**config.mk**
```make
export PLATFORM = sky130hd
export DESIGN_NAME = msg_padder
export DESIGN_NICKNAME = d
export VERILOG_FILES = /design/src/rtl/pad_pkg.sv /design/src/rtl/pad_packer.sv /design/src/rtl/pad_counter.sv /design/src/rtl/msg_padder.sv
export SDC_FILE = /design/constraint.sdc
export NUM_CORES = 1
export LEC_CHECK = 0
export CAP_MARGIN = 20
export CORE_ASPECT_RATIO = 1.2
export CORE_MARGIN = 8
export CORE_UTILIZATION = 50
export CTS_CLUSTER_SIZE = 25
export DETAILED_ROUTE_END_ITERATION = 10
export PLACE_DENSITY_LB_ADDON = 0.05
export SETUP_SLACK_MARGIN = 0.15
export SYNTH_ARGS = -nofsm -noshare
export SYNTH_HDL_FRONTEND = slang
export SYNTH_SLANG_ARGS = --single-unit
export TNS_END_PERCENT = 50
```
**constraint.sdc**
```tcl
create_clock -name clk -period 3.65 [get_ports clk]
set_input_delay 0.73 -clock clk [delete_from_list [all_inputs] [get_ports clk]]
set_output_delay 0.73 -clock clk [all_outputs]
set_load 0.01 [all_outputs]
```
**src/rtl/pad_pkg.sv**
```systemverilog
package pad_pkg;
  localparam int WORD_W = 32;
  localparam int LANE_W = 2;
  localparam int LEN_W  = 64;
  localparam logic [7:0] MARK_BYTE = 8'h80;

  typedef enum logic [2:0] {
    ST_IDLE, ST_DATA, ST_MARK, ST_ZERO, ST_LEN_A, ST_LEN_B
  } pad_state_e;

  // insert a byte at lane position (little-endian packing)
  function automatic logic [WORD_W-1:0] put_byte(input logic [WORD_W-1:0] w,
                                                 input logic [LANE_W-1:0] lane,
                                                 input logic [7:0] b);
    return w | ({{(WORD_W-8){1'b0}}, b} << {lane, 3'b000});
  endfunction

  // unused upper lanes are already zero; OR the marker into the first free lane
  function automatic logic [WORD_W-1:0] marker_word(input logic [WORD_W-1:0] w,
                                                    input logic [LANE_W-1:0] lane);
    return put_byte(w, lane, MARK_BYTE);
  endfunction

  // zero words between marker word and length, from count bits [5:2]
  function automatic logic [3:0] zero_words(input logic [3:0] blk_word);
    return 4'd13 - blk_word;
  endfunction

  function automatic logic [WORD_W-1:0] bswap(input logic [WORD_W-1:0] w);
    return {w[7:0], w[15:8], w[23:16], w[31:24]};
  endfunction

  function automatic logic [WORD_W-1:0] len_word(input logic sha1,
                                                 input logic [LEN_W-1:0] bits,
                                                 input logic second);
    if (sha1) return second ? bswap(bits[31:0]) : bswap(bits[63:32]);
    else      return second ? bits[63:32] : bits[31:0];
  endfunction
endpackage

```
**src/rtl/pad_packer.sv**
```systemverilog
module pad_packer
  import pad_pkg::*;
(
  input  logic              clk,
  input  logic              rst_n,
  input  logic              clr,
  input  logic              push,
  input  logic [7:0]        byte_in,
  output logic [WORD_W-1:0] nxt_word,
  output logic [LANE_W:0]   nxt_lane
);
  logic [WORD_W-1:0] acc_q;
  logic [LANE_W-1:0] lane_q;

  assign nxt_word = push ? put_byte(acc_q, lane_q, byte_in) : acc_q;
  assign nxt_lane = {1'b0, lane_q} + {{LANE_W{1'b0}}, push};

  always_ff @(posedge clk or negedge rst_n) begin
    if (!rst_n) begin
      acc_q  <= '0;
      lane_q <= '0;
    end else if (clr || (push && nxt_lane[LANE_W])) begin
      acc_q  <= '0;
      lane_q <= '0;
    end else if (push) begin
      acc_q  <= nxt_word;
      lane_q <= nxt_lane[LANE_W-1:0];
    end
  end

  // a fourth byte empties the accumulator for the next word
  p_lane_wrap_r1: assert property (@(posedge clk) disable iff (!rst_n)
    (push && !clr && lane_q == 2'd3) |=> (lane_q == 2'd0 && acc_q == '0));
endmodule

```
**src/rtl/pad_counter.sv**
```systemverilog
module pad_counter #(
  parameter int CNT_W = 61
) (
  input  logic             clk,
  input  logic             rst_n,
  input  logic             load,
  input  logic [CNT_W-1:0] load_val,
  input  logic             inc,
  output logic [CNT_W-1:0] cnt_q,
  output logic [3:0]       nxt_blk_word
);
  logic [CNT_W-1:0] cnt_nxt;

  assign cnt_nxt      = cnt_q + {{(CNT_W-1){1'b0}}, inc};
  assign nxt_blk_word = cnt_nxt[5:2];

  always_ff @(posedge clk or negedge rst_n) begin
    if (!rst_n)    cnt_q <= '0;
    else if (load) cnt_q <= load_val;
    else           cnt_q <= cnt_nxt;
  end

  // each counted byte advances the total by exactly one
  p_count_step_r1: assert property (@(posedge clk) disable iff (!rst_n)
    (inc && !load) |=> (cnt_q == $past(cnt_q) + 1'b1));
endmodule

```
**src/rtl/msg_padder.sv**
```systemverilog
module msg_padder
  import pad_pkg::*;
#(
  parameter int CNT_W = 61
) (
  input  logic             clk,
  input  logic             rst_n,
  input  logic             i_start,
  input  logic             i_sha1,
  input  logic             i_restore,
  input  logic [CNT_W-1:0] i_restore_cnt,
  input  logic             i_valid,
  input  logic [7:0]       i_byte,
  input  logic             i_last,
  input  logic             i_fin,
  output logic             i_ready,
  output logic             o_valid,
  output logic [31:0]      o_word,
  output logic             o_last,
  input  logic             o_ready
);
  localparam logic [CNT_W-1:0] BLK_MASK = ~CNT_W'(63);

  pad_state_e        st_q, st_d;
  logic [3:0]        zl_q, zl_d;
  logic              sha1_q;
  logic              adv, byte_acc, end_acc;
  logic [WORD_W-1:0] nxt_word, ld_word;
  logic [LANE_W:0]   nxt_lane;
  logic              ld, ld_last;
  logic [CNT_W-1:0]  cnt_q, load_val;
  logic [3:0]        nxt_blk_word;
  logic [LEN_W-1:0]  bits;
  logic [3:0]        wcnt_q;

  // named handshake events
  assign adv      = !o_valid || o_ready;
  assign i_ready  = (st_q == ST_DATA) && adv;
  assign byte_acc = i_ready && i_valid && !i_start;
  assign end_acc  = i_ready && !i_start && (i_valid ? i_last : i_fin);
  assign load_val = i_restore ? (i_restore_cnt & BLK_MASK) : '0;
  assign bits     = {{(LEN_W-CNT_W){1'b0}}, cnt_q} << 3;

  pad_packer u_packer (
    .clk(clk), .rst_n(rst_n), .clr(i_start | end_acc), .push(byte_acc),
    .byte_in(i_byte), .nxt_word(nxt_word), .nxt_lane(nxt_lane)
  );

  pad_counter #(.CNT_W(CNT_W)) u_count (
    .clk(clk), .rst_n(rst_n), .load(i_start), .load_val(load_val),
    .inc(byte_acc), .cnt_q(cnt_q), .nxt_blk_word(nxt_blk_word)
  );

  always_comb begin
    st_d    = st_q;
    zl_d    = zl_q;
    ld      = 1'b0;
    ld_word = '0;
    ld_last = 1'b0;
    case (st_q)
      ST_DATA: begin
        if (byte_acc && nxt_lane[LANE_W]) begin
          ld      = 1'b1;
          ld_word = nxt_word;
        end
        if (end_acc) begin
          zl_d = zero_words(nxt_blk_word);
          if (nxt_lane[LANE_W]) begin
            st_d = ST_MARK;
          end else begin
            ld      = 1'b1;
            ld_word = marker_word(nxt_word, nxt_lane[LANE_W-1:0]);
            st_d    = (zl_d == 4'd0) ? ST_LEN_A : ST_ZERO;
          end
        end
      end
      ST_MARK: if (adv) begin
        ld      = 1'b1;
        ld_word = {{(WORD_W-8){1'b0}}, MARK_BYTE};
        st_d    = (zl_q == 4'd0) ? ST_LEN_A : ST_ZERO;
      end
      ST_ZERO: if (adv) begin
        ld   = 1'b1;
        zl_d = zl_q - 4'd1;
        if (zl_q == 4'd1) st_d = ST_LEN_A;
      end
      ST_LEN_A: if (adv) begin
        ld      = 1'b1;
        ld_word = len_word(sha1_q, bits, 1'b0);
        st_d    = ST_LEN_B;
      end
      ST_LEN_B: if (adv) begin
        ld      = 1'b1;
        ld_word = len_word(sha1_q, bits, 1'b1);
        ld_last = 1'b1;
        st_d    = ST_IDLE;
      end
      default: st_d = st_q;
    endcase
  end

  always_ff @(posedge clk or negedge rst_n) begin
    if (!rst_n) begin
      st_q    <= ST_IDLE;
      zl_q    <= '0;
      sha1_q  <= 1'b0;
      o_valid <= 1'b0;
      o_word  <= '0;
      o_last  <= 1'b0;
    end else if (i_start) begin
      st_q    <= ST_DATA;
      zl_q    <= '0;
      sha1_q  <= i_sha1;
      o_valid <= 1'b0;
      o_last  <= 1'b0;
    end else begin
      st_q <= st_d;
      zl_q <= zl_d;
      if (ld) begin
        o_valid <= 1'b1;
        o_word  <= ld_word;
        o_last  <= ld_last;
      end else if (o_ready) begin
        o_valid <= 1'b0;
      end
    end
  end

  // words taken since start, for the block-alignment check
  always_ff @(posedge clk or negedge rst_n) begin
    if (!rst_n)                  wcnt_q <= '0;
    else if (i_start)            wcnt_q <= '0;
    else if (o_valid && o_ready) wcnt_q <= wcnt_q + 4'd1;
  end

  p_stall_hold_r6: assert property (@(posedge clk) disable iff (!rst_n)
    (o_valid && !o_ready && !i_start) |=>
      (o_valid && $stable(o_word) && $stable(o_last)));

  p_last_block_end_r5: assert property (@(posedge clk) disable iff (!rst_n)
    (o_valid && o_last) |-> (wcnt_q == 4'd15));

  p_restore_align_r7: assert property (@(posedge clk) disable iff (!rst_n)
    i_start |=> (cnt_q[5:0] == 6'd0));

  p_start_clear_r7: assert property (@(posedge clk) disable iff (!rst_n)
    (i_start && !i_restore) |=> (cnt_q == '0));

  p_count_frozen_r9: assert property (@(posedge clk) disable iff (!rst_n)
    (st_q != ST_DATA && !i_start) |=> $stable(cnt_q));
endmodule

```
* Word-level counts from Yosys, hierarchy flattened
Index checks and enable logic that the tools add are counted.
Storage, ports and cells: flip-flop bits (word level) 137, input port bits 78, output and inout bits 35, word-level logic and storage cells 95
Operators by class: add/subtract/negate cells 4, equal/unequal tests 12, shifts and indexed selects 2, mux-type cells 43, bitwise gates (word level) 4, reduce and logical (&&, ||, !) cells 21
Operators by type and width (count):
- 32-bit 2-to-1 mux | 10
- 32-bit case mux with 4 select lines | 1
- 61-bit 2-to-1 mux | 2
- 32-bit bitwise OR | 2
- 61-bit by 1-bit adder with 61-bit output | 1
- 8-bit by 5-bit left shift with 32-bit output | 1
- 8-bit by 5-bit left shift with 32-bit output (first input constant) | 1
- 3-bit 2-to-1 mux | 10
- 3-bit != test (second input constant) | 6
- 3-bit case mux with 5 select lines | 1
- 4-bit 2-to-1 mux | 3
- 1-bit 2-to-1 mux | 11
- 4-bit logical NOT | 2
- 8-bit 2-to-1 mux | 1
- 4-bit case mux with 2 select lines | 1
- 7-bit AND reduction | 1
- 3-bit by 2-bit equality test with 1-bit output (second input constant) | 2
- 3-bit equality test (second input constant) | 2
- 1-bit logical AND | 6
- 3-bit nonzero test | 2
- 6-bit nonzero test | 1
- 4-bit by 1-bit equality test with 1-bit output (second input constant) | 1
- 2-bit 2-to-1 mux | 2
- 2-bit nonzero test | 2
- other kinds (12) | 14

* Depth between registers and ports, before layout
Gate-level depths: netlist of the first run.
word-level depth 13, depth in mapped cells 12, depth with buffers taken out 11

* Hierarchy
Synthesis of the first run repeated with hierarchy kept, for this count alone.
Second synthesis, totals: cells, all modules 984, area total of the unflattened synthesis 9072.5 µm²
By module, submodules not included:
- msg_padder | times used 1, cells each 387, area each 3716.1 µm², sequential area each 1051.0 µm²
- pad_counter | times used 1, cells each 421, area each 3644.7 µm², sequential area each 1526.5 µm²
- pad_packer | times used 1, cells each 176, area each 1711.6 µm², sequential area each 850.8 µm²

* Worst setup path after synthesis of the first run
OpenSTA, ideal clock, no wires.
kind input to register, start point input i_start, end point register st_q[1], library setup time 122 ps, data arrival time 3381 ps, required time 3528 ps, path slack 148 ps, cell stages on the path 11, path buffers 0, cell sequence or3b_1 nor3_1 ha_1 ha_1 nand3_1 xnor2_1 ha_1 xor2_1 xnor2_1 a41oi_1 a32o_1
On the way: cells in the longest elaborated chain, start to end 10, elaborated cells on any way between the ends 21, classes of those cells 3 x add/sub; 6 x eq/ne; 5 x mux; 7 x reduce/logical
RTL lines:
- from (decl) | RTL line msg_padder.sv:8 | input logic i_start,
- 1-bit logical NOT | RTL line msg_padder.sv:39, msg_padder.sv:40
- 1-bit logical AND | RTL line msg_padder.sv:39 | assign byte_acc = i_ready && i_valid && !i_start;
- 61-bit by 1-bit adder with 61-bit output | RTL line pad_counter.sv:14 | assign cnt_nxt = cnt_q + {{(CNT_W-1){1'b0}}, inc};
- 4-bit subtractor | RTL line pad_pkg.sv:26 | return 4'd13 - blk_word;
- 4-bit logical NOT | RTL line msg_padder.sv:73 | st_d = (zl_d == 4'd0) ? ST_LEN_A : ST_ZERO;
- 3-bit 2-to-1 mux | RTL line msg_padder.sv:73
- 3-bit 2-to-1 mux | RTL line msg_padder.sv:68 | if (nxt_lane[LANE_W]) begin
- 3-bit 2-to-1 mux | RTL line msg_padder.sv:66 | if (end_acc) begin
- 3-bit case mux with 5 select lines | RTL line msg_padder.sv:60 | case (st_q)
- 3-bit 2-to-1 mux | RTL line msg_padder.sv:110 | end else if (i_start) begin
- to (signal assigned) | RTL line msg_padder.sv:117 | st_q <= st_d;
- to (decl) | RTL line msg_padder.sv:24 | pad_state_e st_q, st_d;
Parallel ways exist; a longest one is shown, timed or not. The select of a mux whose other input is x is not followed. A chain may end at the register's enable or synchronous reset.

* Worst setup path after layout of the first run
start point input o_ready, end point output i_ready
On the way: cells in the longest elaborated chain, start to end 2
RTL lines:
- from (decl) | RTL line msg_padder.sv:20 | input logic o_ready
- 1-bit logical OR | RTL line msg_padder.sv:37 | assign adv = !o_valid || o_ready;
- 1-bit logical AND | RTL line msg_padder.sv:38 | assign i_ready = (st_q == ST_DATA) && adv;
- to (decl) | RTL line msg_padder.sv:16 | output logic i_ready,
Every way passes these cells.

==> flow_summary.ini, run 1 <==
[run_status]
status = finished, final reports clean

[detailed_routing]
vias = 8024
wl_per_cell_um = 22.1
first_iter_violations = 710
postRouteAntennaNets = 0
vias_per_cell = 6.43
drc = 0
dr.pass1.iters = 6
wl_um = 27600

[finish]
antennaDiodeCount = 0
ff_latch_area_mm2 = 0.00343
layout.nets = 1104
multiInputGateArea_mm2 = 0.00476
fillers = 1433
final_common_cell = dfrtp_1
stdcell_area_mm2 = 0.0106
drive_gt1_share_pct = 11.9
final_util_pct = 62.8
area_growth_pct = 22.8
layout_common_cells = dfrtp_1, clkdlybuf4s50_1, nand2_1, a21oi_1, mux2i_1

[floorplan]
die_w_um = 136
core_area_mm2 = 0.0169
initial_core_util_pct = 51.2
rows = 52
ios = 113
die_area_mm2 = 0.0217
die-height_um = 160

[clocking]
tritoncts = done
cts.sinks = 137
path_clk_slew_ps = 70
cts_root_buf = clkbuf_16
htreeDepth = 4
cts_buffer_depth = 2
clkLatencyLatePin_ps = 440
cts_buffers = 17
cts_setup_buffers = 0

[worst_setup_path]
rr_endpoint = st_q[2]
r2r.worst_path.cells = 11
worstSetupEndpointType = output pin
cp-start-kind = input pin
crit_chain = clkdlybuf4s50_1, nor2b_2, buf_4, or3_1, inv_1, clkdlybuf4s50_1
crit_fanout = 6
cp.arrival_ps = 2690
crit_path_frequent_cell = clkdlybuf4s50_1
r2r_setup_slack_ps = 530
required_ps = 2920
critPathMaxStageDelay_ps = 570
worst-setup-path-type = input pin to output pin
cpMaxStageDelayCell = clkdlybuf4s50_1
r2r_start = st_q[1]

[power_and_ir_drop]
sw_frac_of_total_pct = 37.0
p_int_mw = 3.45
seqPwrFrac_pct = 35.7
finalPower_mw = 5.47
comb_power_share_pct = 31.9
switching_power_mw = 2.02
power_density_mw_per_mm2 = 517
peakVddDrop_mv = 0.365
p_clk_share_pct = 32.4
p_leak_nw = 4.31

[place]
dpl-instance-area_mm2 = 0.00998
place.gp.congestion = 0.886
io_buffers = 106
hpwl_um = 20400

[synthesis]
syn_nets = 1014
async_flop_share_pct = 100
synth_warnings = 0
avgSynthCellArea_um2 = 9.29
synth-edff-count = 0
ys_seq_elements = 137
synth_top_flop_cell = dfrtp_1
synth_cells = 928
yosysSeqAreaShare_pct = 39.8
syn_area_mm2 = 0.00862
synth.distinct_cells = 75

[grt]
grtUsageMet2_pct = 42.3
grtUsageTotal_pct = 25.6
grt.busiest_layer = met2
grt_max_degree = 69
gr-usage-met1_pct = 32.9
antenna_found_initial = 0
grt-ovfl-total = 0
grtUsageMet3_pct = 4.87
grt_pass1_wl_um = 44300
grt_pass1_vias = 7993

[timing]
period_share_pct = 93.6
fin_crit_ps = 3420
fmax_mhz = 293
final_hold_viol_count = 0
relSlewSlack_pct = 36.3
finClkSkew_ps = 10.1
worstMarginPinSlew_ps = 955
slew_violations = 0
setup_viol = 0
rsz0062_at_grt = false

[flow_run]
cap_violations = 0

[hold_path]
worstHoldPathType = input pin to async pin
==> stage by stage <==
| step | std cells | worst slack [ps] | hold slack, ps | TNS (ps) |
|---|---|---|---|---|
| global route | 1247 | 143 | 347 | 0 |
| finish | 1247 | 232 | 301 | 0 |
| detailed placement | 1215 | -229 | 472 | -1370 |
| floorplan | 928 | 306 | 434 | 0 |
| CTS | 1247 | 188 | 319 | 0 |
| global placement | 1214 | -220 | 461 | -7300 |
==> kinds of logic (layout without fill, tap and decap cells) <==
kind of cell    after synthesis  after routing  share of synthesized area (%)
xor+xnor                     41             41                           4.17
simple gates                314            314                           21.4
mux                          62             62                           7.27
fa+ha+maj                     8              8                           1.16
compound gates              269            269                           21.0
flops                       137            137                           39.8
buf+inv                      97            200                           5.25
==> Yosys cell counts, drive strengths merged, types with 25 or more instances <==
| cell | count | area share (%) |
|---|---|---|
| nand3 | 31 | 2.0 |
| clkbuf | 46 | 2.1 |
| a22o | 32 | 3.3 |
| nor2 | 45 | 2.0 |
| dfrtp | 137 | 40 |
| o21ai | 71 | 4.1 |
| a21oi | 65 | 3.8 |
| mux2i | 57 | 6.6 |
| nand2 | 95 | 4.2 |
| nand4 | 27 | 2.3 |
| buf | 30 | 2.2 |
| xnor2 | 32 | 3.3 |
| nor3 | 25 | 1.8 |
| o22a | 25 | 2.5 |
==> registers in the layout, indices dropped and copies added, names as in the netlist <==
signal / count
o_last: 1
zl_q: 4
o_word: 32
u_packer.acc_q: 32
st_q: 3
u_count.cnt_q: 61
o_valid: 1
u_packer.lane_q: 2
sha1_q: 1
==> critical path: cells and delay by family <==
kind / cells / cell delay, ps
buffers and inverters: 4 / 1420
AND/OR/NAND/NOR: 2 / 530
==> worst max path at each step <==
stage	start	end	slack, ps	cells past startpoint
2_1_floorplan	i_start	st_q[1]	310	11
3_3_place_gp	i_valid	o_word[18]	-220	9
3_5_place_dp	i_valid	st_q[2]	-230	12
4_1_cts	i_valid	st_q[2]	190	12
5_1_grt	i_valid	st_q[2]	140	12
6_report	o_ready	i_ready	230	6
==> area by class of cell <==
type                       count  share of cell area (%)
clock inverter                15                    1.61
tap                          216                    2.55
sequential                   137                    32.4
multi-input combinational    694                    45.0
inverter                      21                   0.745
timing repair buffer         147                    13.7
clock buffer                  17                    4.02
==> power groups by stage <==
stage               Clock, mW  Sequential, mW  Combinational (mW)
finish                   1.77            1.95                1.74
global route             1.86            1.97                1.89
CTS                      1.79            1.94                1.73
detailed placement          0            1.97                1.72
global placement            0            1.96                1.63
floorplan                   0            1.88                1.08
==> routing by layer <==
| metal | up-vias | part of all wire (%) |
|---|---|---|
| li1 | 3610 | - |
| met1 | 4020 | 41 |
| met2 | 341 | 50 |
| met3 | 53 | 6.5 |
| met4 | 0 | 2.4 |
| met5 | - | 0 |
==> repair_timing <==
item | in CTS | in global routing
resized for setup | 0 | 2
hold buffers | 0 | 0
endpoints found under the setup margin | 0 | 3
Power figures use the tool's default switching activity.
==> inputs of run 2 (changes only) <==
- CORE_UTILIZATION: 50 -> 40
==> run 2 against run 1 <==
Net effect:
- sequential share of layout area decreased by 0.30 points
- critical path type unchanged
- largest power group unchanged
- count of clock-buffer cells in the layout unchanged
- register-to-register slack improved by 130 ps
- power increased by 1.1%
- combinational power about the same
- largest cell class unchanged
==> flow_summary.ini, run 2 (synthesis gave the netlist of run 1 again) <==
[worst_setup_path]
cpMaxStageDelayCell = clkdlybuf4s50_1
r2r_start = st_q[1]
startpoint = o_ready
worstSetupEndpointType = output pin
cp.arrival_ps = 2510
required_ps = 2920
crit_path_frequent_cell = clkdlybuf4s50_1
worst-setup-path-type = input pin to output pin
crit_chain = clkdlybuf4s50_1, nor2b_2, buf_4, or3_1, inv_1, clkdlybuf4s50_1
cp-start-kind = input pin
crit_fanout = 6
critPathMaxStageDelay_ps = 560

[clocking]
path_clk_slew_ps = 70
cts_buffer_depth = 2
htreeDepth = 4
clkLatencyLatePin_ps = 440
cts_setup_buffers = 0
tritoncts = done
cts_buffers = 17
cts_hold_buf = 0
cts_root_buf = clkbuf_16
cts.sinks = 137

[power_and_ir_drop]
p_leak_nw = 4.35
power_density_mw_per_mm2 = 518
peakVddDrop_mv = 0.327
finalPower_mw = 5.53

[finish]
area_growth_pct = 24.0
ff_latch_area_mm2 = 0.00343
drive_gt1_share_pct = 12.3
top_regs = u_count.cnt_q x61, o_word x32, u_packer.acc_q x32
layout_common_cells = dfrtp_1, clkdlybuf4s50_1, nand2_1, a21oi_1, mux2i_1
final_common_cell = dfrtp_1
layout.nets = 1110
multiInputGateArea_mm2 = 0.00475
regMostFlops = u_count.cnt_q
antennaDiodeCount = 0
final_util_pct = 49.9
largest_register_ffs = 61
stdcell_area_mm2 = 0.0107
fillers = 2044

[timing]
period_share_pct = 88.7
relSlewSlack_pct = 44.5
finClkSkew_ps = 10.7
fmax_mhz = 309
fin_crit_ps = 3240
setup_viol = 0
worstMarginPinSlew_ps = 830
final_hold_viol_count = 0
rsz0062_at_grt = false
slew_violations = 0

[detailed_routing]
postRouteAntennaNets = 0
dr.pass1.iters = 5
vias_per_cell = 5.82
wl_um = 27800
vias = 7625
first_iter_violations = 612
wl_per_cell_um = 21.2
drc = 0

[run_status]
status = finished, final reports clean

[grt]
grt_max_degree = 66
antenna_found_initial = 0
grt_pass1_wl_um = 43500
grt-ovfl-total = 0
grtUsageTotal_pct = 21.3
grt_pass1_vias = 7437

[floorplan]
die_area_mm2 = 0.0265
core_area_mm2 = 0.0214
die_w_um = 150
initial_core_util_pct = 40.3
ios = 113
rows = 59
die-height_um = 177

[flow_run]
cap_violations = 0

[place]
dpl-instance-area_mm2 = 0.0101
io_buffers = 106
hpwl_um = 20600
place.gp.congestion = 0.834

[hold_path]
worstHoldPathType = input pin to async pin
==> run 2: area by class of cell <==
type	count	area share, %
Multi-Input combinational cell	694	44.5
Clock inverter	15	1.84
Sequential cell	137	32.1
Inverter	21	0.738
Tap cell	274	3.21
Timing Repair Buffer	153	13.7
Clock buffer	17	3.98
==> run 2: final timing paths <==
kind / slack, ps / depth (start not counted) / to
max: 410 / 6 / i_ready
min: 280 / 1 / o_word[22]
max reg2reg: 660 / 12 / zl_q[3]
min reg2reg: 480 / 2 / u_packer.acc_q[1]
max in group asynchronous: 2590 / 2 / u_count.cnt_q[54]
min in group clk: 480 / 2 / u_packer.acc_q[1]
==> run 2: power by group <==
group	switching, mW	total (mW)	internal (mW)
Combinational	0.955	1.74	0.789
Sequential	0.254	1.94	1.69
Clock	0.795	1.84	1.05
==> run 2: metrics by stage <==
stage	hold slack, ps	std cells	TNS [ps]	worst slack, ps
2_1_floorplan	434	928	0	306
3_3_place_gp	460	1279	-2010	-158
5_1_grt	326	1311	0	358
6_report	281	1311	0	412
3_5_place_dp	467	1279	-3850	-187
4_1_cts	304	1311	0	258
==> run 2: what timing repair did <==
action	4_1_cts	5_1_grt
endpoints found under the hold margin	0	0
resized for setup	0	1
setup endpoints to repair	0	4
==> run 2: layer usage <==
metal | track usage (%) | wire (um)
met5 | 0 | 0
met2 | 33.9 | 13200
met1 | 28.2 | 12500
met3 | 4.04 | 1260
met4 | 8.39 | 837
==> run 2: critical path, delay by kind of cell <==
family | cells | cell delay [ps]
buf+inv | 4 | 1350
simple gates | 2 | 420
==> inputs of run 3 (changes only) <==
- TNS_END_PERCENT: 50 -> 100
==> results of run 3 <==
The final DEF is identical to that of run 2; final timing and power are the same.
